--- src/rtl/i2c_mem_pkg.sv ---
package i2c_mem_pkg;
  typedef enum logic [2:0] {
    ST_IDLE,
    ST_DEV,
    ST_ADDR,
    ST_WDATA,
    ST_RDATA
  } slv_st_e;

  localparam logic [3:0] BIT_LAST = 4'd8;
  localparam logic [3:0] ACK_CLK  = 4'd9;
endpackage

--- src/rtl/i2c_line_sync.sv ---
module i2c_line_sync #(
  parameter int STAGES = 2
) (
  input  logic clk_i,
  input  logic rst_ni,
  input  logic scl_i,
  input  logic sda_i,
  output logic scl_o,
  output logic sda_o,
  output logic scl_rise_o,
  output logic scl_fall_o,
  output logic start_o,
  output logic stop_o
);
  logic [STAGES-1:0] scl_q, sda_q;
  logic scl_p, sda_p;

  always_ff @(posedge clk_i or negedge rst_ni) begin
    if (!rst_ni) begin
      scl_q <= '1;
      sda_q <= '1;
      scl_p <= 1'b1;
      sda_p <= 1'b1;
    end else begin
      scl_q <= {scl_q[STAGES-2:0], scl_i};
      sda_q <= {sda_q[STAGES-2:0], sda_i};
      scl_p <= scl_q[STAGES-1];
      sda_p <= sda_q[STAGES-1];
    end
  end

  assign scl_o      = scl_q[STAGES-1];
  assign sda_o      = sda_q[STAGES-1];
  assign scl_rise_o = scl_o & ~scl_p;
  assign scl_fall_o = ~scl_o & scl_p;
  // SDA edge while SCL is held high
  assign start_o    = scl_o & scl_p & sda_p & ~sda_o;
  assign stop_o     = scl_o & scl_p & ~sda_p & sda_o;
endmodule

--- src/rtl/i2c_busy_timer.sv ---
module i2c_busy_timer #(
  parameter int CYCLES = 5000
) (
  input  logic clk_i,
  input  logic rst_ni,
  input  logic start_i,
  output logic busy_o
);
  localparam int CW = $clog2(CYCLES + 1);
  logic [CW-1:0] cnt_q;

  always_ff @(posedge clk_i or negedge rst_ni) begin
    if (!rst_ni)             cnt_q <= '0;
    else if (start_i)        cnt_q <= CW'(CYCLES);
    else if (cnt_q != '0)    cnt_q <= cnt_q - 1'b1;
  end

  assign busy_o = (cnt_q != '0);
endmodule

--- src/rtl/i2c_mem_slave.sv ---
module i2c_mem_slave
  import i2c_mem_pkg::*;
#(
  parameter logic [6:0] DEV_ADDR    = 7'h50,
  parameter int         ADDR_W      = 8,
  parameter int         WR_CYCLES   = 5000,
  parameter int         SYNC_STAGES = 2
) (
  input  logic              clk_i,
  input  logic              rst_ni,
  input  logic              scl_i,
  input  logic              sda_i,
  output logic              sda_oe_o,
  output logic              mem_re_o,
  output logic              mem_we_o,
  output logic [ADDR_W-1:0] mem_addr_o,
  output logic [7:0]        mem_wdata_o,
  input  logic [7:0]        mem_rdata_i,
  output logic              busy_o
);
  logic scl_w, sda_w, rise_w, fall_w, start_w, stop_w;

  i2c_line_sync #(.STAGES(SYNC_STAGES)) u_sync (
    .clk_i, .rst_ni, .scl_i, .sda_i,
    .scl_o(scl_w), .sda_o(sda_w), .scl_rise_o(rise_w), .scl_fall_o(fall_w),
    .start_o(start_w), .stop_o(stop_w)
  );

  logic wr_pend_q;

  i2c_busy_timer #(.CYCLES(WR_CYCLES)) u_timer (
    .clk_i, .rst_ni, .start_i(stop_w & wr_pend_q), .busy_o
  );

  slv_st_e           st_q;
  logic [3:0]        cnt_q;
  logic [7:0]        sh_q, tx_q;
  logic [ADDR_W-1:0] ctr_q;
  logic              oe_q, rd_q, mack_q, fetch_q;

  always_ff @(posedge clk_i or negedge rst_ni) begin
    if (!rst_ni) begin
      st_q        <= ST_IDLE;
      cnt_q       <= '0;
      sh_q        <= '0;
      tx_q        <= '0;
      ctr_q       <= '0;
      oe_q        <= 1'b0;
      rd_q        <= 1'b0;
      mack_q      <= 1'b0;
      fetch_q     <= 1'b0;
      wr_pend_q   <= 1'b0;
      mem_re_o    <= 1'b0;
      mem_we_o    <= 1'b0;
      mem_addr_o  <= '0;
      mem_wdata_o <= '0;
    end else begin
      mem_re_o <= 1'b0;
      mem_we_o <= 1'b0;
      fetch_q  <= mem_re_o;
      if (fetch_q) tx_q <= mem_rdata_i;

      if (start_w) begin
        st_q  <= ST_DEV;
        cnt_q <= '0;
        oe_q  <= 1'b0;
      end else if (stop_w) begin
        st_q      <= ST_IDLE;
        oe_q      <= 1'b0;
        wr_pend_q <= 1'b0;
      end else if (rise_w) begin
        case (st_q)
          ST_DEV, ST_ADDR, ST_WDATA: begin
            if (cnt_q < BIT_LAST) begin
              sh_q  <= {sh_q[6:0], sda_w};
              cnt_q <= cnt_q + 1'b1;
            end
          end
          ST_RDATA: begin
            if (cnt_q < BIT_LAST) begin
              cnt_q <= cnt_q + 1'b1;
            end else if (cnt_q == BIT_LAST) begin
              // master response in ninth clock
              cnt_q  <= ACK_CLK;
              mack_q <= ~sda_w;
              if (!sda_w) begin
                mem_re_o   <= 1'b1;
                mem_addr_o <= ctr_q;
                ctr_q      <= ctr_q + 1'b1;
              end
            end
          end
          default: ;
        endcase
      end else if (fall_w) begin
        case (st_q)
          ST_DEV, ST_ADDR, ST_WDATA: begin
            if (cnt_q == BIT_LAST) begin
              cnt_q <= ACK_CLK;
              if (st_q == ST_DEV) begin
                if (sh_q[7:1] == DEV_ADDR && !busy_o) begin
                  oe_q <= 1'b1;
                  rd_q <= sh_q[0];
                  if (sh_q[0]) begin
                    mem_re_o   <= 1'b1;
                    mem_addr_o <= ctr_q;
                    ctr_q      <= ctr_q + 1'b1;
                  end
                end else begin
                  st_q <= ST_IDLE;
                end
              end else if (st_q == ST_ADDR) begin
                oe_q  <= 1'b1;
                ctr_q <= ADDR_W'(sh_q);
              end else begin
                oe_q        <= 1'b1;
                mem_we_o    <= 1'b1;
                mem_addr_o  <= ctr_q;
                mem_wdata_o <= sh_q;
                ctr_q       <= ctr_q + 1'b1;
                wr_pend_q   <= 1'b1;
              end
            end else if (cnt_q == ACK_CLK) begin
              cnt_q <= '0;
              oe_q  <= 1'b0;
              if (st_q == ST_DEV && rd_q) begin
                st_q <= ST_RDATA;
                oe_q <= ~tx_q[7];
              end else if (st_q == ST_DEV) begin
                st_q <= ST_ADDR;
              end else begin
                st_q <= ST_WDATA;
              end
            end
          end
          ST_RDATA: begin
            if (cnt_q < BIT_LAST) begin
              oe_q <= ~tx_q[3'd7 - cnt_q[2:0]];
            end else if (cnt_q == BIT_LAST) begin
              oe_q <= 1'b0;
            end else if (mack_q) begin
              cnt_q <= '0;
              oe_q  <= ~tx_q[7];
            end else begin
              st_q <= ST_IDLE;
              oe_q <= 1'b0;
            end
          end
          default: ;
        endcase
      end
    end
  end

  assign sda_oe_o = oe_q;
endmodule

--- config.mk ---
export PLATFORM = sky130hd
export DESIGN_NAME = i2c_mem_slave
export DESIGN_NICKNAME = d
export VERILOG_FILES = /design/src/rtl/i2c_mem_pkg.sv /design/src/rtl/i2c_line_sync.sv /design/src/rtl/i2c_busy_timer.sv /design/src/rtl/i2c_mem_slave.sv
export SDC_FILE = /design/constraint.sdc
export NUM_CORES = 1
export LEC_CHECK = 0
export BUFFER_PORTS_ARGS = -buffer_cell sky130_fd_sc_hd__buf_2
export CAP_MARGIN = 20
export CORE_UTILIZATION = 58
export DETAILED_ROUTE_END_ITERATION = 12
export PLACE_DENSITY = 0.78
export SETUP_SLACK_MARGIN = 0.4
export SYNTH_ARGS = -nofsm -noshare
export SYNTH_HDL_FRONTEND = slang
export SYNTH_SLANG_ARGS = --single-unit
--- constraint.sdc ---
create_clock -name clk_i -period 4.8 [get_ports clk_i]
set_input_delay 0.48 -clock clk_i [delete_from_list [all_inputs] [get_ports clk_i]]
set_output_delay 0.48 -clock clk_i [all_outputs]
set_load 0.005 [all_outputs]
======== After elaboration in Yosys (flattened, before gate mapping) ========
Cells that the tools add are included.
word-level totals
  logic and storage cells ................. 198
  input bits .............................. 12
  register bits after elaboration ......... 73
  output and inout bits ................... 20
operators by class
  bitwise gates (word level) .............. 20
  add/subtract/negate cells ............... 4
  $lt $le $gt $ge ......................... 2
  equality and inequality tests ........... 31
  reduce and logical (&&, ||, !) cells .... 25
  multiplexer cells ....................... 97
operators with widths
  kind                                                 number
  2-to-1 mux 8 bit                                     24
  2-to-1 mux 4 bit                                     12
  2-to-1 mux 1 bit                                     42
  2-to-1 mux 3 bit                                     12
  != test 4 bit (second input constant)                7
  2-to-1 mux 13 bit                                    2
  != test 5 bit (second input constant)                5
  AND reduction 9 bit                                  2
  one-hot mux 4 bit (2 select lines)                   2
  AND reduction 8 bit                                  2
  nonzero test 13 bit                                  1
  subtractor 13 x 1 -> 13 bit (second input constant)  1
  inverter 1 bit                                       12
  nonzero test 2 bit                                   6
  AND reduction 11 bit                                 1
  != test 2 bit (second input constant)                5
  AND reduction 10 bit                                 1
  AND reduction 5 bit                                  2
  nonzero test 3 bit                                   3
  adder 8 x 1 -> 8 bit (second input constant)         1
  bitwise AND 1 bit                                    8
  == test 4 bit (second input constant)                2
  == test 7 bit (second input constant)                1
  AND reduction 7 bit                                  1
  20 further kinds                                     24

======== Logic depth before layout (Yosys ltp) ========
  depth after elaboration ................. 11
  depth in mapped cells ................... 9

======== Modules after synthesis ========
Synthesis repeated with hierarchy kept, for this count alone.
unflattened totals
  cell total of the unflattened synthesis .. 342
  area, all modules ....................... 3743.6 um^2
by module, submodules not included
  module          cells each  area each (um^2)  instances
  i2c_mem_slave   258         2846.5            1
  i2c_busy_timer  74          706.9             1
  i2c_line_sync   10          190.2             1

======== Worst setup path after synthesis ========
No wires, ideal clock.
  path kind ............................... reg-to-reg
  from .................................... register u_timer.cnt_q[5]
  to ...................................... register mem_addr_o[0]
  cell stages (with the launch flop) ...... 8
  slack ................................... 2156 ps
  arrival time ............................ 2519 ps
  clock period less this slack ............ 2644 ps
  cells stage by stage .................... dfrtp_1 > or4_4 > nand4bb_1 > buf_2 > o31a_1 > buf_6 > nor4_4 > mux2_2
on the way
  longest elaborated chain between the ends .. 5
ends and longest elaborated chain
  what                              line                  source
  from (decl)                       i2c_busy_timer.sv:10  logic [CW-1:0] cnt_q;
  from (signal assigned)            i2c_busy_timer.sv:14  else if (start_i) cnt_q <= CW'(CYCLES);
  from (signal assigned)            i2c_busy_timer.sv:15  else if (cnt_q != '0) cnt_q <= cnt_q - 1'b1;
  nonzero test 13 bit               i2c_busy_timer.sv:18  assign busy_o = (cnt_q != '0);
  logical NOT 1 bit                 i2c_mem_slave.sv:101  if (sh_q[7:1] == DEV_ADDR && !busy_o) begin
  logical AND 1 bit                 i2c_mem_slave.sv:101
  != test 3 x 2 -> 1 bit (no line)  n/a
  AND reduction 11 bit (no line)    n/a
  to (signal assigned)              i2c_mem_slave.sv:88   mem_addr_o <= ctr_q;
  to (signal assigned)              i2c_mem_slave.sv:106  mem_addr_o <= ctr_q;
  to (signal assigned)              i2c_mem_slave.sv:118  mem_addr_o <= ctr_q;
  to (decl)                         i2c_mem_slave.sv:16   output logic [ADDR_W-1:0] mem_addr_o,
No other way between the ends.
A chain may end at the register's enable or synchronous reset.

======== Worst setup path in the final report ========
  from .................................... register u_timer.cnt_q[8]
  to ...................................... register mem_addr_o[5]
Same word-level chain as after synthesis.

==> results.py <==
metrics = {
    "timing": {
        "period_minus_slack_ns": 2.811,
        "grt_setup_unrepaired": "no",
        "slew_headroom": 0.4102,
        "max_freq_mhz": 355.7,
        "worst_slew_pin_slew_ns": 0.8848,
        "fin_crit_sh": 0.5857,
        "setup_violations": 0,
        "finalMaxSlewViolations": 0,
        "holdWs_ns": 0.2105,
        "hold_viol": 0,
        "worst_slack_ns": 1.989,
        "skew_ns": 0.01164,
        "finalSetupTns_ns": 0,
    },
    "place": {
        "gp_congestion": 0.9355,
        "dpl-instance-area_mm2": 0.004050,
        "io_buffer_count": 31,
        "dp_cells": 454,
        "place_ws_ns": 1.973,
        "hpwl_um": 5572,
    },
    "detailed_routing": {
        "drtIter0Drc": 254,
        "viasPerCell": 6.255,
        "wl_per_cell_um": 17.05,
        "finalWirelength_um": 8014,
        "drc": 0,
        "drtAntennaViolNets": 0,
        "first_pass_iters": 5,
        "vias": 2940,
    },
    "logic_synthesis": {
        "synthMuxAreaShare": 0.1267,
        "synth-simple-area-share": 0.1831,
        "seq_area_frac_synth": 0.4752,
        "synth_seq_cells": 73,
        "synth_top_family_by_area": "simple AND/OR/NAND/NOR gates",
        "netlist.area_leader.share": 0.4344,
        "async_flop_share": 1.000,
        "synth_top_area_cell": "dfrtp_1",
        "syn-cell-area_mm2": 0.003860,
        "synth-compound-area-share": 0.1212,
        "synthXorXnorAreaFrac": 0.02496,
        "yosys_warnings": 0,
        "synth_area_per_cell_um2": 10.63,
        "yosys_most_used_dff": "dfrtp_1",
        "synth_nets": 385,
        "synth_edf_count": 0,
        "synthAdderAreaFrac": 0.03241,
        "synth.area.top_cells": "dfrtp_1 (43%), mux2_2 (10%), dfstp_2 (4.1%)",
        "netlist_instances": 363,
        "synth_cell_types": 62,
    },
    "clocking": {
        "cts_root_buffer": "clkbuf_8",
        "clk_path_buf_depth": 2,
        "holdBufCountCts": 0,
        "cts.sinks": 73,
        "post-cts-setup-buffers": 0,
        "numCtsBuffers": 9,
        "htreeDepth": 3,
        "ctsResizeCount": 0,
        "cts_tree": "built",
        "path_clk_slew_ns": 0.08,
        "insertion_delay_ns": 0.36,
    },
    "die": {
        "pin_count": 32,
        "start_util": 0.6044,
        "die_w_um": 83.58,
        "dieArea_mm2": 0.006986,
        "rows": 29,
        "coreArea_mm2": 0.006386,
        "fp.dieH_um": 83.58,
    },
    "final_layout": {
        "final_common_cell": "dfrtp_1",
        "nets": 410,
        "diodes": 0,
        "drive_above_1_share": 0.2621,
        "final_cell_mix": "dfrtp_1 (67), mux2_2 (35), buf_2 (31), nand2_1 (26), nor2_1 (26)",
        "syn_to_final_growth_pct": 9.660,
        "fill_cells": 517,
        "finalNonFillerCells": 470,
        "design_area_mm2": 0.004233,
    },
    "power": {
        "max-vdd-ir-drop_mv": 0.3610,
        "power.static_leakage_nw": 1.910,
        "power_density_mw_per_mm2": 552.8,
    },
    "critical_path": {
        "cp_max_fo": 9,
        "arrival_ns": 3.06,
        "slowest_delay_ns": 0.58,
        "critPathSlowestCell": "nor4_4",
        "path_cells": "nor4_1 > nand4bb_1 > o31a_1 > nor4_4 > mux2_2",
        "required_ns": 5.05,
        "worst_setup_path_start_kind": "register",
        "path_delay_family": "simple AND/OR/NAND/NOR gates",
        "end_kind": "register",
        "worstSetupPathType": "register to register",
        "critPathBufInv": 0,
    },
    "grt": {
        "first_global_vias": 2834,
        "grt_max_degree": 74,
        "globalRouteTotalUtil": 0.2463,
        "antenna_found_initial": 0,
        "grt_pass1_wl_um": 13630,
        "overflow": 0,
    },
    "run": {
        "cap_violations": 0,
    },
    "hold_path": {
        "hold_path_class": "input port to register",
    },
    "outcome": {
        "status": "complete, no violations",
    },
}
## through the flow
| stage | power (mW) | util |
|---|---|---|
| final | 2.340 | 0.6628 |
| after global routing | 2.500 | 0.6628 |
| after CTS | 2.344 | 0.6628 |
| after detailed placement | 1.891 | 0.6342 |
| after global placement | 1.849 | 0.6342 |
| after floorplan | 1.658 | - |
## where the power goes
part	switching, mW	leakage, nW	internal, mW
registers	0.270	0.930	0.833
logic	0.393	0.893	0.394
clock network	0.255	0.0872	0.195
total	0.918	1.91	1.42
## state kept, by name, summed over array words and instances (netlist names)
register,count
u_timer.cnt_q,13
ctr_q,8
mem_addr_o,8
mem_wdata_o,8
sh_q,8
tx_q,8
cnt_q,4
st_q,3
u_sync.scl_q,2
u_sync.sda_q,2
fetch_q,1
mack_q,1
mem_re_o,1
mem_we_o,1
rd_q,1
sda_oe_o,1
u_sync.scl_p,1
u_sync.sda_p,1
wr_pend_q,1
## Yosys cell counts, drive strengths merged, types with 3 or more instances
| cell | count |
|---|---|
| a211oi | 3 |
| a21oi | 10 |
| a2bb2oi | 6 |
| and3 | 5 |
| buf | 3 |
| clkbuf | 17 |
| dfrtp | 67 |
| dfstp | 6 |
| ha | 10 |
| inv | 15 |
| mux2 | 35 |
| mux2i | 5 |
| nand2 | 26 |
| nand2b | 5 |
| nand3 | 16 |
| nand4 | 4 |
| nor2 | 26 |
| nor2b | 4 |
| nor3 | 8 |
| nor3b | 4 |
| nor4 | 10 |
| o211ai | 3 |
| o21ai | 14 |
| o21bai | 3 |
| o22ai | 3 |
| or4 | 3 |
| xor2 | 10 |
## worst register-to-register path, delay by kind of cell, from the launching register on
family,cells,cell delay [ns]
DFF,1,0.44
muxes,1,0.40
and+or+nand+nor,3,1.37
AOI/OAI and AO/OA,1,0.48
## final cells by class
| class | count | area, um2 | share of cell area |
|---|---|---|---|
| clock inverter | 7 | 58.81 | 0.01389 |
| sequential | 73 | 1834 | 0.4333 |
| inverter | 15 | 56.30 | 0.01330 |
| timing repair buffer | 34 | 177.7 | 0.04197 |
| tap | 77 | 96.34 | 0.02276 |
| multi-input combinational | 255 | 1886 | 0.4455 |
| clock buffer | 9 | 123.9 | 0.02926 |
## path summary, 6_finish.rpt
path / from / endpoint / slack [ns] / cells past startpoint
worst min-delay path: sda_i / u_sync.sda_q[0] / 0.21 / 1
max in group asynchronous: rst_ni / st_q[1] / 3.91 / 2
worst max-delay path: u_timer.cnt_q[8] / mem_addr_o[5] / 1.99 / 5
worst max register to register: u_timer.cnt_q[8] / mem_addr_o[5] / 1.99 / 5
min in group asynchronous: rst_ni / u_timer.cnt_q[9] / 0.32 / 2
worst min register to register: u_sync.scl_q[0] / u_sync.scl_q[1] / 0.36 / 0
## cells by family (layout without fill, tap and decap cells)
group	Yosys count	after routing
multiplexers	42	42
AND/OR/NAND/NOR	127	127
XOR/XNOR	11	11
flip-flops	73	73
buffers and inverters	35	65
AO/OA/AOI/OAI	65	65
adder cells (fa/ha/maj)	10	10
## per-layer routing
layer / vias up / GRT usage / share of wire / wire (um)
li1: 1395 / - / - / -
met1: 1428 / 0.3489 / 0.47 / 3765
met2: 99 / 0.3562 / 0.46 / 3665
met3: 18 / 0.05242 / 0.047 / 375
met4: 0 / 0.1294 / 0.026 / 208
met5: - / 0 / 0 / 0
Power figures use the tool's default switching activity.
